--- src/rtl/pwr_seq_ctrl.sv ---
module pwr_seq_ctrl #(
  parameter int N_GROUPS     = 2,
  parameter int CH_PER_GROUP = 4,
  parameter int ADDR_W       = 8,
  parameter int DATA_W       = 32,
  parameter int SETTLE_W     = 8,
  parameter int DEF_SETTLE   = 4,
  parameter int INIT_OFF     = 'hF0,
  parameter int GRP_BASE     = 'h40,
  parameter int GRP_STRIDE   = 'h20
) (
  input  logic              clk,
  input  logic              rst_n,
  input  logic              bus_we,
  input  logic [ADDR_W-1:0] bus_addr,
  input  logic [DATA_W-1:0] bus_wdata,
  output logic [DATA_W-1:0] bus_rdata,
  output logic              irq
);

  localparam int N       = N_GROUPS * CH_PER_GROUP;
  localparam int AREA_W  = (N > 1) ? $clog2(N) : 1;
  localparam int GRP_END = GRP_BASE + N_GROUPS * GRP_STRIDE;

  localparam int G_SR     = 'h00;
  localparam int G_ISR    = 'h04;
  localparam int G_ICLR   = 'h08;
  localparam int G_IEN    = 'h0C;
  localparam int G_IMSK   = 'h10;
  localparam int G_SETTLE = 'h14;

  localparam int P_STAT = 'h00;
  localparam int P_OFFC = 'h04;
  localparam int P_OFFS = 'h08;
  localparam int P_ONC  = 'h0C;
  localparam int P_ONS  = 'h10;
  localparam int P_ERR  = 'h14;

  logic [N-1:0]        pwr_off, isr, ier, imr, err;
  logic [SETTLE_W-1:0] settle, cnt;
  logic                busy, cur_off;
  logic [AREA_W-1:0]   cur_area;

  int                  addr_i, grp_i, off_i, ch_i;
  logic                in_grp, is_oh, req_valid, req_off;
  logic [AREA_W-1:0]   req_area;
  logic                accept, reject, done, clr_wr;
  logic [N-1:0]        cur_bit, off_act, on_act, set_bits, clr_bits;

  always_comb begin
    addr_i = int'(bus_addr);
    in_grp = (addr_i >= GRP_BASE) && (addr_i < GRP_END);
    grp_i  = in_grp ? (addr_i - GRP_BASE) / GRP_STRIDE : 0;
    off_i  = in_grp ? (addr_i - GRP_BASE) % GRP_STRIDE : 0;
    is_oh  = (bus_wdata != '0)
          && ((bus_wdata & (bus_wdata - DATA_W'(1))) == '0)
          && ((bus_wdata >> CH_PER_GROUP) == '0);
    ch_i = 0;
    for (int c = 0; c < CH_PER_GROUP; c++)
      if (bus_wdata[c]) ch_i = c;
    req_off   = (off_i == P_OFFC);
    req_valid = bus_we && in_grp && is_oh && ((off_i == P_OFFC) || (off_i == P_ONC));
    req_area  = AREA_W'(grp_i * CH_PER_GROUP + ch_i);
  end

  assign accept   = req_valid && !busy;
  assign reject   = req_valid && busy;
  assign done     = busy && (cnt == SETTLE_W'(1));
  assign cur_bit  = N'(1) << cur_area;
  assign off_act  = (busy && cur_off)  ? cur_bit : '0;
  assign on_act   = (busy && !cur_off) ? cur_bit : '0;
  assign set_bits = (done && ier[cur_area]) ? cur_bit : '0;
  assign clr_wr   = bus_we && !in_grp && (addr_i == G_ICLR);
  assign clr_bits = clr_wr ? bus_wdata[N-1:0] : '0;
  assign irq      = |(isr & ier & ~imr);

  always_comb begin
    bus_rdata = '0;
    if (in_grp) begin
      case (off_i)
        P_STAT:  bus_rdata[CH_PER_GROUP-1:0] = pwr_off[grp_i*CH_PER_GROUP +: CH_PER_GROUP];
        P_OFFS:  bus_rdata[CH_PER_GROUP-1:0] = off_act[grp_i*CH_PER_GROUP +: CH_PER_GROUP];
        P_ONS:   bus_rdata[CH_PER_GROUP-1:0] = on_act[grp_i*CH_PER_GROUP +: CH_PER_GROUP];
        P_ERR:   bus_rdata[CH_PER_GROUP-1:0] = err[grp_i*CH_PER_GROUP +: CH_PER_GROUP];
        default: ;
      endcase
    end else begin
      case (addr_i)
        G_SR:     bus_rdata[1:0]          = {!busy, !busy};
        G_ISR:    bus_rdata[N-1:0]        = isr;
        G_IEN:    bus_rdata[N-1:0]        = ier;
        G_IMSK:   bus_rdata[N-1:0]        = imr;
        G_SETTLE: bus_rdata[SETTLE_W-1:0] = settle;
        default: ;
      endcase
    end
  end

  always_ff @(posedge clk or negedge rst_n) begin
    if (!rst_n) begin
      pwr_off  <= N'(INIT_OFF);
      isr      <= '0;
      ier      <= '0;
      imr      <= '0;
      err      <= '0;
      settle   <= SETTLE_W'(DEF_SETTLE);
      cnt      <= '0;
      busy     <= 1'b0;
      cur_off  <= 1'b0;
      cur_area <= '0;
    end else begin
      isr <= (isr & ~clr_bits) | set_bits;
      if (bus_we && !in_grp) begin
        case (addr_i)
          G_IEN:    ier    <= bus_wdata[N-1:0];
          G_IMSK:   imr    <= bus_wdata[N-1:0];
          G_SETTLE: settle <= bus_wdata[SETTLE_W-1:0];
          default: ;
        endcase
      end
      if (accept) begin
        busy          <= 1'b1;
        cnt           <= (settle == '0) ? SETTLE_W'(1) : settle;
        cur_area      <= req_area;
        cur_off       <= req_off;
        err[req_area] <= 1'b0;
      end
      if (reject) err[req_area] <= 1'b1;
      if (busy) begin
        if (done) begin
          busy              <= 1'b0;
          pwr_off[cur_area] <= cur_off;
        end else begin
          cnt <= cnt - SETTLE_W'(1);
        end
      end
    end
  end

  a_r3_idle_pwr_stable: assert property (@(posedge clk) disable iff (!rst_n)
    !busy |=> $stable(pwr_off));

  a_r8_flag_needs_enable: assert property (@(posedge clk) disable iff (!rst_n)
    1'b1 |=> ((isr & ~$past(isr) & ~$past(ier)) == '0));

  a_r10_irq_has_source: assert property (@(posedge clk) disable iff (!rst_n)
    irq |-> (isr != '0));

  a_r9_flags_hold: assert property (@(posedge clk) disable iff (!rst_n)
    (!busy && !clr_wr) |=> $stable(isr));

  a_r4_count_live: assert property (@(posedge clk) disable iff (!rst_n)
    busy |-> (cnt != '0));

endmodule

--- config.mk ---
export PLATFORM = sky130hd
export DESIGN_NAME = pwr_seq_ctrl
export DESIGN_NICKNAME = d
export VERILOG_FILES = /design/src/rtl/pwr_seq_ctrl.sv
export SDC_FILE = /design/constraint.sdc
export NUM_CORES = 1
export LEC_CHECK = 0
export CORE_ASPECT_RATIO = 1.2
export CORE_MARGIN = 4
export CORE_UTILIZATION = 58
export DETAILED_ROUTE_END_ITERATION = 8
export DONT_BUFFER_PORTS = 1
export PLACE_DENSITY = 0.83
export SKIP_CTS_REPAIR_TIMING = 1
export SLEW_MARGIN = 30
export SYNTH_ARGS = -nofsm -noshare
export SYNTH_HDL_FRONTEND = slang
export SYNTH_SLANG_ARGS = --single-unit
--- constraint.sdc ---
create_clock -name clk -period 4.6 [get_ports clk]
set_input_delay 0.23 -clock clk [delete_from_list [all_inputs] [get_ports clk]]
set_output_delay 0.23 -clock clk [all_outputs]
set_load 0.05 [all_outputs]
==> impl_metrics.py <==
metrics = {
    "outcome": {
        "status": "completed",
    },
    "clock_tree": {
        "clk_pin_slew_ns": 0.06,
        "clock_path_buffers": 2,
        "cts_root_buffer": "clkbuf_8",
        "cts_tree": "done",
        "clock-sinks": 61,
        "htree_levels": 3,
        "numCtsBuffers": 9,
        "clk_latency_ns": 0.35,
    },
    "sta": {
        "report.final.slew_viol_count": 0,
        "period_minus_slack_ns": 3.261,
        "finClkSkew_ns": 0.009335,
        "finalSetupViolCount": 0,
        "fin_setup_tns_ns": 0,
        "hold_slack_ns": 0.01330,
        "worst_slew_pin_slew_ns": 0.9761,
        "finalCritPeriodShare_pct": 70.90,
        "rsz0062_at_grt": "no",
        "fmax_ghz": 0.3066,
        "hold_violations": 0,
        "slew_headroom_pct": 34.49,
    },
    "cells_and_area": {
        "mostFrequentLayoutCells": "dfrtp_1, nand2_1, nor2_1",
        "seqCellArea_um2": 1533,
        "nets": 484,
        "drive_gt1_share_pct": 15.26,
        "multi_input_area_um2": 2180,
        "fin_util_pct": 63.53,
        "instances_no_fill": 524,
        "antenna_cells": 0,
        "fill_cells": 586,
        "syn_to_final_growth_pct": 4.810,
        "mostFrequentLayoutCell": "dfrtp_1",
    },
    "yosys": {
        "syn_inst": 442,
        "syn_area_um2": 3980,
        "muxShareOfSynthArea_pct": 12.89,
        "seq_area_frac_synth_pct": 38.51,
        "ys.flop_type": "dfrtp_1",
        "synth_top_family_by_area": "simple AND/OR/NAND/NOR gates",
        "ys_warn_count": 0,
        "synth_edf_count": 0,
        "async_flop_share_pct": 100.0,
        "synth_simple_gate_area_share_pct": 22.54,
        "avgSynthCellArea_um2": 9.005,
        "yosysUniqueCellTypes": 59,
        "synth-compound-area-share_pct": 14.65,
        "synth-xor-area-share_pct": 0.2201,
        "ys_ff_latch": 61,
        "synthAdderAreaFrac_pct": 2.201,
    },
    "floorplanning": {
        "num_rows": 32,
        "die_h_um": 98.75,
        "start_util_pct": 60.61,
        "die_x_um": 83.62,
        "core_um2": 6566,
        "ios": 76,
        "dieArea_um2": 8257,
    },
    "grt": {
        "grt_first_pass_wirelength_mm": 16.95,
        "grt_pass1_vias": 3248,
        "grt-ovfl-total": 0,
        "track_usage_pct": 26.19,
        "antenna_found_initial": 0,
        "grt_max_degree": 62,
    },
    "detailed_routing": {
        "route.detailed.drc": 0,
        "wl_per_cell_um": 21.10,
        "vias_per_cell": 6.771,
        "postRouteAntennaNets": 0,
        "first_pass_iters": 5,
        "drt-initial-drc-count": 314,
        "totalWireLength_mm": 11.06,
        "vias": 3548,
    },
    "setup_path": {
        "crit_fanout": 20,
        "crit_path_end_kind": "output port",
        "worstSetupPathType": "reg -> out",
        "arrival_ns": 3.03,
        "required_ns": 4.37,
        "startpoint_type": "register",
    },
    "placed_design": {
        "dp.final_hpwl_mm": 7.890,
        "routabilityCongestion": 0.9653,
        "dp.cells": 506,
        "portBuffers": 0,
    },
    "pwr": {
        "p_leak_uw": 0.001787,
        "p_per_area_nw_per_um2": 300.3,
        "power_uw": 1253,
        "peakVddDrop_uv": 205.6,
    },
    "hold_path": {
        "hold_class": "in -> reg",
    },
    "job": {
        "drv_cap": 0,
    },
}
-- metrics by stage --
step | worst slack (ns) | cell area [um2]
6_report | 1.339 | 4172
5_1_grt | 1.188 | 4172
4_1_cts | 1.297 | 4134
2_1_floorplan | 1.583 | 4066
3_3_place_gp | 1.610 | 3890
3_5_place_dp | 1.586 | 3890
-- cells by family (layout without fill, tap and decap cells) --
family,after synthesis,count (layout)
simple gates,176,176
compound gates,86,86
other cells,1,24
mux,47,47
fa+ha+maj,7,7
flops,61,61
xor+xnor,1,1
buf+inv,63,37
-- cell type report --
cell class / count / share of cell area [%]
repair buffers: 2 / 0.8998
multi-input cells: 341 / 52.25
flip-flops and latches: 61 / 36.74
clock inverters: 3 / 1.560
clock buffers: 13 / 4.289
well taps: 85 / 2.549
inverters: 19 / 1.710
-- flip-flops by register name, indices dropped and copies added (netlist names) --
| register | cells |
|---|---|
| settle | 8 |
| busy | 1 |
| isr | 8 |
| pwr_off | 8 |
| cur_area | 3 |
| cur_off | 1 |
| imr | 8 |
| ier | 8 |
| err | 8 |
| cnt | 8 |
-- cell usage after synthesis (4+ instances only) --
library cell	instances	share of area, %
a211oi_1	5	0.94
a21oi_1	9	1.1
a221oi_1	11	2.4
buf_2	4	0.50
buf_4	26	4.9
clkbuf_1	11	1.0
dfrtp_1	56	35
dfstp_2	5	3.3
ha_1	7	2.2
inv_1	19	1.8
mux2_2	33	9.3
mux2i_1	13	3.3
nand2_1	51	4.8
nand3_1	17	2.1
nand4_1	11	1.7
nand4b_1	4	0.88
nor2_1	40	3.8
nor2b_1	5	0.79
nor3_1	12	1.5
nor4_1	13	2.0
o21ai_0	26	3.3
o22ai_1	8	1.3
o31ai_1	5	0.94
-- worst max-delay path, stage by stage, from the launching register on --
cell and delay [ns]:
dfrtp_1 0.80, nand3_1 0.21, nor3_1 0.54, a221o_2 0.26, o21ai_0 0.09, o21ai_1 0.78
-- where the power goes --
group | internal (uW) | leakage [uW] | switching [uW]
Clock | 363 | 0.000126 | 207
Combinational | 29.1 | 0.000921 | 94.9
Sequential | 547 | 0.000740 | 11.2
-- worst paths after layout --
check	from	end	slack [ns]	cells after the start
min in group asynchronous	rst_n	imr[5]	0.43	2
min reg2reg	err[2]	err[2]	0.50	1
max reg2reg	cnt[2]	isr[7]	1.82	5
max	busy	bus_rdata[3]	1.34	5
max in group asynchronous	rst_n	pwr_off[4]	3.87	2
min	bus_wdata[1]	settle[1]	0.01	2
-- per-layer routing --
layer / global-route usage [%] / wire length (um)
met4: 13.12 / 500
met2: 41.89 / 5142
met1: 33.24 / 4329
met3: 6.187 / 1085
met5: 0 / 0
(Power assumes the default switching activity.)
